==> config.mk <==
export PLATFORM = sky130hd
export DESIGN_NAME = dac_cmd_bank
export DESIGN_NICKNAME = d
export VERILOG_FILES = /design/src/rtl/dac_cmd_pkg.sv /design/src/rtl/dac_cmd_decode.sv /design/src/rtl/dac_chan_slice.sv /design/src/rtl/dac_power_ctrl.sv /design/src/rtl/dac_cmd_bank.sv
export SDC_FILE = /design/constraint.sdc
export NUM_CORES = 1
export LEC_CHECK = 0
export BUFFER_PORTS_ARGS = -buffer_cell sky130_fd_sc_hd__buf_2
export CAP_MARGIN = 30
export CORE_MARGIN = 2
export CORE_UTILIZATION = 30
export CTS_BUF_LIST = sky130_fd_sc_hd__clkbuf_4 sky130_fd_sc_hd__clkbuf_8 sky130_fd_sc_hd__clkbuf_16
export DETAILED_ROUTE_END_ITERATION = 6
export HOLD_SLACK_MARGIN = 0.06
export PLACE_DENSITY = 0.5
export SLEW_MARGIN = 20
export SYNTH_ARGS = -nofsm -noshare
export SYNTH_HDL_FRONTEND = slang
export SYNTH_SLANG_ARGS = --single-unit
==> constraint.sdc <==
create_clock -name clk -period 1.4 [get_ports clk]
set_input_delay 0.28 -clock clk [delete_from_list [all_inputs] [get_ports clk]]
set_output_delay 0.28 -clock clk [all_outputs]
set_load 0.01 [all_outputs]
==> src/rtl/dac_cmd_pkg.sv <==
package dac_cmd_pkg;

   localparam int CTRL_W = 3;

   typedef enum logic [CTRL_W-1:0] {
      OP_NOP      = 3'd0,
      OP_CLEAR    = 3'd1,
      OP_SHDN     = 3'd2,
      OP_PHASE    = 3'd3,
      OP_LOAD_ALL = 3'd4,
      OP_WR_IN    = 3'd5,
      OP_WR_BOTH  = 3'd6,
      OP_UPDATE   = 3'd7
   } op_e;

endpackage

==> src/rtl/dac_cmd_decode.sv <==
module dac_cmd_decode
   import dac_cmd_pkg::*;
#(
   parameter int NUM_CH = 8,
   parameter int DATA_W = 8,
   parameter int ADDR_W = 3
) (
   input  logic                       clk,
   input  logic                       rst_n,
   input  logic [ADDR_W+CTRL_W+DATA_W-1:0] fields,
   input  logic                       valid,
   output logic [NUM_CH-1:0]          in_we,
   output logic [NUM_CH-1:0]          out_we,
   output logic                       clear_all,
   output logic                       copy_all,
   output logic                       wake,
   output logic                       sd_load,
   output logic                       phase_load,
   output logic                       phase_val,
   output logic [DATA_W-1:0]          data
);

   logic [ADDR_W-1:0] addr;
   op_e               op;
   logic [NUM_CH-1:0] sel;

   assign data = fields[DATA_W-1:0];
   assign op   = op_e'(fields[DATA_W +: CTRL_W]);
   assign addr = fields[DATA_W+CTRL_W +: ADDR_W];

   initial begin
      param_addr_chk: assert (NUM_CH <= (1 << ADDR_W))
         else $fatal(1, "address field too narrow for channel count");
      param_phase_chk: assert (ADDR_W >= 1)
         else $fatal(1, "phase select needs an address bit");
   end

   for (genvar ch = 0; ch < NUM_CH; ch++) begin : g_sel
      assign sel[ch] = (addr == ADDR_W'(ch));
   end

   always_comb begin
      in_we      = '0;
      out_we     = '0;
      clear_all  = 1'b0;
      copy_all   = 1'b0;
      wake       = 1'b0;
      sd_load    = 1'b0;
      phase_load = 1'b0;
      phase_val  = addr[ADDR_W-1];
      if (valid) begin
         unique case (op)
            OP_NOP:      ;
            OP_CLEAR:    begin clear_all = 1'b1; wake = 1'b1; end
            OP_SHDN:     sd_load = 1'b1;
            OP_PHASE:    begin phase_load = 1'b1; copy_all = 1'b1; end
            OP_LOAD_ALL: begin out_we = '1; wake = 1'b1; end
            OP_WR_IN:    in_we = sel;
            OP_WR_BOTH:  begin in_we = sel; out_we = sel; wake = 1'b1; end
            OP_UPDATE:   copy_all = 1'b1;
            default:     ;
         endcase
      end
   end


   sel_onehot_chk: assert property (@(posedge clk) disable iff (!rst_n)
      $onehot0(in_we));


   nop_quiet_chk: assert property (@(posedge clk) disable iff (!rst_n)
      (valid && op == OP_NOP) |-> !(|in_we || |out_we || clear_all || copy_all || wake || sd_load || phase_load));

endmodule

==> src/rtl/dac_chan_slice.sv <==
module dac_chan_slice #(
   parameter int DATA_W = 8
) (
   input  logic              clk,
   input  logic              rst_n,
   input  logic              in_we,
   input  logic              out_we,
   input  logic              clear,
   input  logic              copy,
   input  logic              xpar,
   input  logic [DATA_W-1:0] data,
   output logic [DATA_W-1:0] out_code
);

   logic [DATA_W-1:0] in_q, in_d, out_d;

   always_comb begin
      if (clear)      in_d = '0;
      else if (in_we) in_d = data;
      else            in_d = in_q;

      if (clear)              out_d = '0;
      else if (out_we)        out_d = data;
      else if (copy || xpar)  out_d = in_d;
      else                    out_d = out_code;
   end

   always_ff @(posedge clk or negedge rst_n) begin
      if (!rst_n) begin
         in_q     <= '0;
         out_code <= '0;
      end else begin
         in_q     <= in_d;
         out_code <= out_d;
      end
   end


   out_hold_chk: assert property (@(posedge clk) disable iff (!rst_n)
      !(clear || out_we || copy || xpar) |=> $stable(out_code));


   xpar_follow_chk: assert property (@(posedge clk) disable iff (!rst_n)
      (xpar && !out_we && !clear) |=> (out_code == in_q));


   direct_write_chk: assert property (@(posedge clk) disable iff (!rst_n)
      (out_we && !clear) |=> (out_code == $past(data)));


   clear_chk: assert property (@(posedge clk) disable iff (!rst_n)
      clear |=> (out_code == '0 && in_q == '0));

endmodule

==> src/rtl/dac_power_ctrl.sv <==
module dac_power_ctrl #(
   parameter int NUM_CH = 8
) (
   input  logic              clk,
   input  logic              rst_n,
   input  logic              wake,
   input  logic              sd_load,
   input  logic [NUM_CH-1:0] sd_mask,
   input  logic              phase_load,
   input  logic              phase_val,
   output logic [NUM_CH-1:0] chan_en,
   output logic              full_sd,
   output logic              phase_rise
);

   always_ff @(posedge clk or negedge rst_n) begin
      if (!rst_n) begin
         chan_en <= '1;
         full_sd <= 1'b0;
      end else if (wake) begin
         chan_en <= '1;
         full_sd <= 1'b0;
      end else if (sd_load) begin
         chan_en <= sd_mask;
         full_sd <= (sd_mask == '0);
      end
   end

   always_ff @(posedge clk or negedge rst_n) begin
      if (!rst_n)          phase_rise <= 1'b0;
      else if (phase_load) phase_rise <= phase_val;
   end


   wake_chk: assert property (@(posedge clk) disable iff (!rst_n)
      wake |=> (&chan_en && !full_sd));


   mask_chk: assert property (@(posedge clk) disable iff (!rst_n)
      (sd_load && !wake) |=> (chan_en == $past(sd_mask) && full_sd == ($past(sd_mask) == '0)));


   phase_hold_chk: assert property (@(posedge clk) disable iff (!rst_n)
      !phase_load |=> $stable(phase_rise));


   en_hold_chk: assert property (@(posedge clk) disable iff (!rst_n)
      !(wake || sd_load) |=> ($stable(chan_en) && $stable(full_sd)));

endmodule

==> src/rtl/dac_cmd_bank.sv <==
module dac_cmd_bank
   import dac_cmd_pkg::*;
#(
   parameter  int NUM_CH      = 8,
   parameter  int DATA_W      = 8,
   parameter  int ADDR_W      = 3,
   parameter  int PAD_W       = 2,
   parameter  int SYNC_STAGES = 0,
   localparam int FIELD_W     = ADDR_W + CTRL_W + DATA_W,
   localparam int WORD_W      = PAD_W + FIELD_W
) (
   input  logic                     clk,
   input  logic                     rst_n,
   input  logic [WORD_W-1:0]        cmd_word,
   input  logic                     cmd_valid,
   input  logic                     load_n,
   output logic [NUM_CH*DATA_W-1:0] dac_code,
   output logic [NUM_CH-1:0]        chan_en,
   output logic                     full_sd,
   output logic                     phase_rise
);

   logic [NUM_CH-1:0] in_we, out_we;
   logic              clear_all, copy_all, wake, sd_load, phase_load, phase_val;
   logic [DATA_W-1:0] data;
   logic              xpar;

   initial begin
      param_mask_chk: assert (DATA_W >= NUM_CH)
         else $fatal(1, "data byte must cover one enable bit per channel");
      param_pad_chk: assert (PAD_W >= 0 && SYNC_STAGES >= 0)
         else $fatal(1, "negative pad or sync depth");
   end

   if (PAD_W > 0) begin : g_pad
      logic unused_pad;
      assign unused_pad = ^cmd_word[WORD_W-1:FIELD_W];
   end

   if (SYNC_STAGES == 0) begin : g_load_direct
      assign xpar = ~load_n;
   end else begin : g_load_sync
      logic [SYNC_STAGES-1:0] sync_q;
      always_ff @(posedge clk or negedge rst_n) begin
         if (!rst_n) sync_q <= '1;
         else        sync_q <= {sync_q[SYNC_STAGES-2 >= 0 ? SYNC_STAGES-2 : 0 : 0], load_n} ;
      end
      assign xpar = ~sync_q[SYNC_STAGES-1];
   end

   dac_cmd_decode #(
      .NUM_CH (NUM_CH),
      .DATA_W (DATA_W),
      .ADDR_W (ADDR_W)
   ) i_decode (
      .clk        (clk),
      .rst_n      (rst_n),
      .fields     (cmd_word[FIELD_W-1:0]),
      .valid      (cmd_valid),
      .in_we      (in_we),
      .out_we     (out_we),
      .clear_all  (clear_all),
      .copy_all   (copy_all),
      .wake       (wake),
      .sd_load    (sd_load),
      .phase_load (phase_load),
      .phase_val  (phase_val),
      .data       (data)
   );

   for (genvar ch = 0; ch < NUM_CH; ch++) begin : g_chan
      dac_chan_slice #(
         .DATA_W (DATA_W)
      ) i_slice (
         .clk      (clk),
         .rst_n    (rst_n),
         .in_we    (in_we[ch]),
         .out_we   (out_we[ch]),
         .clear    (clear_all),
         .copy     (copy_all),
         .xpar     (xpar),
         .data     (data),
         .out_code (dac_code[ch*DATA_W +: DATA_W])
      );
   end

   dac_power_ctrl #(
      .NUM_CH (NUM_CH)
   ) i_power (
      .clk        (clk),
      .rst_n      (rst_n),
      .wake       (wake),
      .sd_load    (sd_load),
      .sd_mask    (data[NUM_CH-1:0]),
      .phase_load (phase_load),
      .phase_val  (phase_val),
      .chan_en    (chan_en),
      .full_sd    (full_sd),
      .phase_rise (phase_rise)
   );


   idle_quiet_chk: assert property (@(posedge clk) disable iff (!rst_n)
      (!cmd_valid && !xpar) |=> ($stable(dac_code) && $stable(chan_en) && $stable(phase_rise)));

endmodule

==> impl_results.md, run 1 <==
* Crit start category: input port
* Average vias per placed instance at slightly above 5
* Number of max-cap violations at 0
* Syn Area/Cell at 11.9 um2
* Crit Path Category: in -> reg
* RSZ-0062 raised after global routing: yes
* Max Fclk at approximately 700 MHz
* Starting utilization of the core area at 30.3%
* Post-layout nets at 720
* Synthesized netlist cell count at 532
* Most frequent standard cell in the layout excluding fill and tap cells: sky130_fd_sc_hd__dfrtp_1
* Clock tree buffer depth at 2
* Sequential element share of the synthesized area at 54.8%
* Die extent in x at 149 um
* Worst relative slew slack at approximately three fifths
* Total clock buffers created by CTS at 17
* Routed vias at 5,055
* Detailed-route wire length per cell at around 21 um
* Number of hold violations in the final report at 0
* Share of the synthesized area in the top cell type at 51.5%
* Area inside the core boundary at 20,800 um2
* Fin crit period at 1.41 ns
* Max VDD drop at 708 uV
* Fraction of the mapped netlist area in compound gates at 13.9%
* Result of the run: finished, violations left
* Worst-case setup margin in the final layout at -0.0108 ns
* Fin area at 8720 um2
* Final weighted congestion in routability-driven placement at 0.838
* Type of the tightest min-delay check: in -> reg
* Detailed-route DRC error count at 0
* Reg2reg setup slack at 0.32 ns
* Leak pwr at 4.28 nW
* Worst endpoint required time at 1.70 ns
* Global-route wire length before repair at 31,400 um
* Mux contribution to synthesized area at 11.6%
* Die outline area at ~22,000 um2
* Top cells by area in the synthesized netlist: sky130_fd_sc_hd__dfrtp_1 52%, sky130_fd_sc_hd__mux2_2 10%, sky130_fd_sc_hd__a221o_1 8.9%
* Maximum net fanout on the critical path at 8
* Antenna Diode Count at 0
* Worst Setup End Kind: flop
* Number of global-route vias before repair at 5,243
* Standard-cell rows at 53
* Overall routed net length at 20,600 um
* Worst EP arrival at 1.72 ns
* Clock root buffer master: sky130_fd_sc_hd__clkbuf_16
* Initial antenna violation count at 0
* Final count of pins violating max slew at 0
* Net Count, Synth at 552
* Layout cells sized above 1 at 44.0%
* Syn-to-layout area delta at 38.1%
* Most frequent cells in the layout: 130 x sky130_fd_sc_hd__dfrtp_1, 80 x sky130_fd_sc_hd__buf_2, 80 x sky130_fd_sc_hd__buf_4, 78 x sky130_fd_sc_hd__nor2_1, 59 x sky130_fd_sc_hd__nor2b_1
* Transition time at the pin with the least slew margin at roughly 0.60 ns
* Clock tree from TritonCTS: built
* Post-synthesis sequential element count at 138
* Overflow after GRT at 0
* GRT Util Overall at about a fifth
* Routed Antenna Nets at 0
* Fillcell total at 2,013
* Number of input and output port buffers inserted at about 90
* Clock transition at the registers of the reported paths at 0.06 ns
* Share of the synthesized netlist area taken by xor and xnor gates at 0.693%
* Clock insertion delay at the later pin of the skew report at around 0.43 ns
* Violations in the final reports: setup timing
* Total clock sinks at 138
* Ys Warns at 0
* Synthesized cell area at 6310 um2
* Pin count of the biggest net entering global routing at 48
* Cell type with the highest aggregate area in the netlist: sky130_fd_sc_hd__dfrtp_1
* Placed inst area at 7830 um2
* Fraction of the mapped netlist area in adder cells at 0%
* I/O pin total at 94
* Fin Clk Skew at 0.00656 ns
* Die height at 149 um
* Final Cycle Share at 101%
* Total iterations of the first detailed-routing run at 5
* # setup viols final at 5
* Number of DRC violations after detailed-routing iteration 0 at 288
* Count of cell types in the netlist at 43
* Main combinational cell family by area after synthesis: simple AND/OR/NAND/NOR gates
* Fraction of the mapped netlist area in simple logic gates at 16.1%
* Total power at about 11 mW
* Power per Cell Area at 1290 nW/um2
* Number of H-tree branching levels at 4
* Dpl hpwl at 13,900 um
-- metal layers --
layer  wire length (um)  track usage, %  vias up
met5                  0               0        -
met4                314            5.67        0
met3                988            4.07       23
met2               9690            30.1      148
met1               9560            26.4     2599
li1                   -               -     2285
-- worst paths after layout --
check	end	cells after the start	start
worst max-delay path	g_chan[4].i_slice.out_code[0]$_DFFE_PN0P_	6	cmd_valid
worst min register to register	g_chan[6].i_slice.out_code[1]$_DFFE_PN0P_	1	g_chan[6].i_slice.out_code[1]$_DFFE_PN0P_
worst min-delay path	i_power.chan_en[6]$_DFFE_PN1P_	3	cmd_word[6]
worst max register to register	g_chan[7].i_slice.out_code[0]$_DFFE_PN0P_	2	g_chan[7].i_slice.in_q[0]$_DFF_PN0_
min in group asynchronous	g_chan[4].i_slice.out_code[4]$_DFFE_PN0P_	2	rst_n
max in group asynchronous	g_chan[3].i_slice.in_q[7]$_DFF_PN0_	3	rst_n
-- cells by family (layout without fill, tap and decap cells) --
| family | count (synthesis) | in the layout |
|---|---|---|
| compound gates | 100 | 100 |
| flops | 138 | 138 |
| xor+xnor | 2 | 2 |
| simple gates | 189 | 189 |
| buf+inv | 38 | 219 |
| mux | 65 | 65 |
-- state kept, by name, summed over array words and instances (netlist names) --
signal	count
g_chan.i_slice.in_q	64
g_chan.i_slice.out_code	64
i_power.chan_en	8
i_power.full_sd	1
i_power.phase_rise	1
-- critical path, cell delays in order --
cell                       delay (ns)
sky130_fd_sc_hd__buf_2           0.14
sky130_fd_sc_hd__buf_4           0.17
sky130_fd_sc_hd__nand3b_1        0.22
sky130_fd_sc_hd__buf_4           0.25
sky130_fd_sc_hd__o21a_2          0.29
sky130_fd_sc_hd__a221o_1         0.37
-- timing repair --
action / in CTS / in global routing
buffers inserted: 4 / 4
pin swaps: 5 / 12
gates resized for setup: 13 / 38
hold endpoints to repair: 34 / 0
hold buffers: 1 / 0
endpoints found under the setup margin: 48 / 70
-- Yosys cell counts --
master / instances
sky130_fd_sc_hd__a21boi_1: 1
sky130_fd_sc_hd__a21oi_1: 13
sky130_fd_sc_hd__a221o_1: 56
sky130_fd_sc_hd__a32o_1: 1
sky130_fd_sc_hd__a32oi_2: 1
sky130_fd_sc_hd__and2_1: 4
sky130_fd_sc_hd__and3_1: 1
sky130_fd_sc_hd__and3b_1: 1
sky130_fd_sc_hd__buf_1: 4
sky130_fd_sc_hd__buf_2: 11
sky130_fd_sc_hd__buf_6: 3
sky130_fd_sc_hd__clkbuf_1: 19
sky130_fd_sc_hd__dfrtp_1: 130
sky130_fd_sc_hd__dfstp_2: 8
sky130_fd_sc_hd__inv_1: 1
sky130_fd_sc_hd__mux2_2: 57
sky130_fd_sc_hd__mux2i_1: 7
sky130_fd_sc_hd__mux2i_4: 1
sky130_fd_sc_hd__nand2_1: 12
sky130_fd_sc_hd__nand2b_1: 2
sky130_fd_sc_hd__nand3_1: 10
sky130_fd_sc_hd__nand3_2: 1
sky130_fd_sc_hd__nand3b_1: 4
sky130_fd_sc_hd__nand4_4: 2
sky130_fd_sc_hd__nor2_1: 80
sky130_fd_sc_hd__nor2b_1: 59
sky130_fd_sc_hd__nor3_1: 1
sky130_fd_sc_hd__nor3_2: 3
sky130_fd_sc_hd__nor3b_1: 3
sky130_fd_sc_hd__nor4_1: 1
sky130_fd_sc_hd__nor4_4: 1
sky130_fd_sc_hd__nor4bb_1: 1
sky130_fd_sc_hd__o21a_1: 5
sky130_fd_sc_hd__o21ai_0: 3
sky130_fd_sc_hd__o21ba_2: 3
sky130_fd_sc_hd__o221ai_1: 7
sky130_fd_sc_hd__o221ai_2: 1
sky130_fd_sc_hd__o22ai_1: 8
sky130_fd_sc_hd__o31a_1: 1
sky130_fd_sc_hd__or3_1: 2
sky130_fd_sc_hd__or4b_1: 1
sky130_fd_sc_hd__xnor2_2: 1
sky130_fd_sc_hd__xor2_4: 1
-- power breakdown --
| part | switching (mW) | internal, mW |
|---|---|---|
| sequential | 0.220 | 4.43 |
| clock | 1.81 | 2.83 |
| combinational | 0.991 | 0.941 |
| total | 3.02 | 8.20 |
-- area by class of cell --
cell class	count	area [um2]	area share, %
sequential	138	3460	39.7
clock inverter	14	173	1.98
timing repair buffer	186	1390	15.9
multi-input combinational	356	2910	33.4
inverter	1	3.75	0.0430
clock buffer	18	433	4.96
tap	275	344	3.95
-- metrics by stage --
stage | utilization [%] | setup slack (ns) | setup TNS (ns) | hold slack, ns | cells
2_1_floorplan | - | -0.355 | -22.17 | -0.0156 | 532
3_3_place_gp | 37.6 | -0.477 | -47.41 | 0.252 | 948
3_5_place_dp | 37.6 | -0.547 | -50.65 | 0.257 | 948
4_1_cts | 40.9 | 0.00125 | 0 | 0.298 | 985
5_1_grt | 41.9 | -0.0416 | -0.326 | 0.340 | 988
6_report | 41.9 | -0.0108 | -0.0305 | 0.320 | 988
Power figures use the tool's default switching activity.
==> run 2: changes to the inputs <==
Settings changed: CORE_UTILIZATION 30 to 50, PLACE_DENSITY 0.5 to 0.74, TNS_END_PERCENT set to 10.
==> impl_results.md, run 2 (synthesis gave the netlist of run 1 again) <==
* Result of the run: finished, violations left
* Violations in the final reports: setup timing
* Clock transition at the registers of the reported paths at 0.06 ns (about the same)
* Worst Setup End Kind: flop
* Average vias per placed instance at 5.93 (+16%)
* Worst EP arrival at 1.69 ns (-0.03 ns)
* Number of DRC violations after detailed-routing iteration 0 at 544 (+89%)
* Detailed-route wire length per cell at 21.6 um (+3.9%)
* Total power at 11.0 mW (-2.3%)
* Placed inst area at 7480 um2 (-4.5%)
* Fin crit period at 1.41 ns (-0.00455 ns)
* Worst relative slew slack at 54.5% (-5.1 points)
* Worst slack on hold paths at 0.326 ns (+0.00630 ns)
* Die height at 116 um (-22%)
* Syn-to-layout area delta at 31.7%
* R2R Path End: g_chan[4].i_slice.out_code[0]$_DFFE_PN0P_
* Overall routed net length at 18,600 um (-9.6%)
* Start of the worst register-to-register path: g_chan[4].i_slice.in_q[0]$_DFF_PN0_
* Final sum of negative setup slack at -0.00626 ns (+0.0243 ns)
* Pre-CTS worst setup slack at -0.535 ns (+0.0116 ns)
* Final design utilization at 66.7% (+25 points)
* Worst-case setup margin in the final layout at -0.00626 ns (+0.00455 ns)
* Footprint of the flip-flops and latches at 3460 um2 (unchanged)
* Cell count of the worst reg-to-reg path at 2 (unchanged)
* Max VDD drop at 873 uV (+23%)
* Final non-filler cell total at 860 (-13%)
* Die extent in x at 116 um (-22%)
* Clock tree from TritonCTS: built
* Max Fclk at 711 MHz (+0.32%)
* Largest regs: g_chan.i_slice.in_q (64), g_chan.i_slice.out_code (64), i_power.chan_en (8)
* Initial antenna violation count at 0 (unchanged)
* Detailed-route DRC error count at 0 (unchanged)
* Fin Clk Skew at 0.00582 ns (-0.000733 ns)
* Final count of pins violating max slew at 0 (unchanged)
* Power per Cell Area at 1320 nW/um2 (+2.4%)
* Number of H-tree branching levels at 4 (unchanged)
* Number of global-route vias before repair at 5,290 (+0.90%)
* Number of placed instances, taps included at 823 (-13%)
* Number of input and output port buffers inserted at 91 (unchanged)
* Crit start category: input port
* Routed Antenna Nets at 0 (unchanged)
* Crit Path Category: in -> reg
* Layout cells sized above 1 at 41.9% (-2.2 points)
* Number of hold violations in the final report at 0 (unchanged)
* Fillcell total at 900 (-55%)
* Starting utilization of the core area at 50.7% (+20 points)
* Total clock sinks at 138 (unchanged)
* I/O pin total at 94 (unchanged)
* RSZ-0062 raised after global routing: yes
* Reg2reg setup slack at 0.32 ns (about the same)
* Dpl hpwl at 12,100 um (-13%)
* Clock root buffer master: sky130_fd_sc_hd__clkbuf_16
* Overflow after GRT at 0 (unchanged)
* Type of the tightest min-delay check: in -> async
* Clock insertion delay at the later pin of the skew report at 0.42 ns (about the same)
* Clock tree buffer depth at 2 (unchanged)
* Standard-cell rows at 41 (-23%)
* Die outline area at 13,500 um2 (-39%)
* Final Cycle Share at 100% (-0.33 points)
* Area inside the core boundary at 12,500 um2 (-40%)
* Antenna Diode Count at 0 (unchanged)
* Area of the multi-input gates at 2860 um2 (-2.0%)
* Most frequent cells in the layout: 130 x sky130_fd_sc_hd__dfrtp_1, 78 x sky130_fd_sc_hd__nor2_1, 78 x sky130_fd_sc_hd__buf_2, 60 x sky130_fd_sc_hd__buf_4, 59 x sky130_fd_sc_hd__nor2b_1
* Pin count of the biggest net entering global routing at 45 (-6.3%)
* Fin area at 8320 um2 (-4.6%)
* Number of max-cap violations at 0 (unchanged)
* Transition time at the pin with the least slew margin at 0.680 ns (+0.0759 ns)
* Maximum net fanout on the critical path at 8 (unchanged)
* Most frequent standard cell in the layout excluding fill and tap cells: sky130_fd_sc_hd__dfrtp_1
* Routed vias at 5,101 (+0.91%)
* Leak pwr at 4.12 nW (-3.7%)
* # setup viols final at 1 (-4)
* Worst endpoint required time at 1.68 ns (-0.02 ns)
* GRT Util Overall at 28.6% (+9.6 points)
* Post-layout nets at 695 (-3.5%)
* Total clock buffers created by CTS at 17 (unchanged)
* Total iterations of the first detailed-routing run at 5 (unchanged)
* Final weighted congestion in routability-driven placement at 0.892 (+6.5%)
* Global-route wire length before repair at 28,800 um (-8.2%)
==> run 2: changes by cell type in the layout (fill, tap and decap cells not counted), sizes merged <==
cell,previous run,this run
buf,183,159
clkbuf,20,22
inv,3,1
bufinv,3,2
clkinv,7,6
clkinvlp,2,3
==> run 2: power breakdown <==
group	internal [mW]	switching (mW)	total [mW]
clock network	2.77	1.71	4.48
logic	0.851	0.967	1.82
registers	4.43	0.228	4.66
==> run 2: critical path: stages <==
cell and delay, ns:
sky130_fd_sc_hd__buf_8 0.11, sky130_fd_sc_hd__xnor2_4 0.20, sky130_fd_sc_hd__or4b_4 0.57, sky130_fd_sc_hd__buf_12 0.18, sky130_fd_sc_hd__mux2i_1 0.22, sky130_fd_sc_hd__o221ai_1 0.13
==> run 2: final cells by class <==
type	instances	area share [%]
multi-input cells	356	34.3
repair buffers	161	14.3
well taps	172	2.59
clock inverters	11	1.44
clock buffers	21	5.70
flip-flops and latches	138	41.6
inverters	1	0.0451
==> run 2: worst max path at each step <==
stage                     start                                         to  slack (ns)  cells after the start
floorplan           cmd_word[9]  g_chan[3].i_slice.out_code[0]$_DFFE_PN0P_       -0.36                      5
global placement    cmd_word[8]  g_chan[2].i_slice.out_code[2]$_DFFE_PN0P_       -0.51                      6
detailed placement  cmd_word[8]  g_chan[2].i_slice.out_code[4]$_DFFE_PN0P_       -0.54                      6
CTS                 cmd_word[8]  g_chan[1].i_slice.out_code[7]$_DFFE_PN0P_       0.002                      6
global route        cmd_word[9]  g_chan[2].i_slice.out_code[5]$_DFFE_PN0P_       -0.04                      6
finish              cmd_word[9]  g_chan[0].i_slice.out_code[5]$_DFFE_PN0P_      -0.006                      6
==> run 2: what timing repair did <==
item | CTS | global route
pin swaps | 8 | 4
hold endpoints to repair | 24 | 0
setup endpoints to repair | 60 | 69
buffers inserted | 4 | 0
hold buffers | 1 | 0
gates resized for setup | 14 | 33
==> run 2: per-layer routing <==
layer | vias to the layer above | track usage [%] | wire [um] | part of all wire, %
met4 | 0 | 13.6 | 695 | 3.7
met2 | 249 | 43.3 | 8720 | 47
li1 | 2227 | - | - | -
met1 | 2562 | 39.2 | 7770 | 42
met5 | - | 0 | 0 | 0
met3 | 63 | 6.90 | 1400 | 7.5
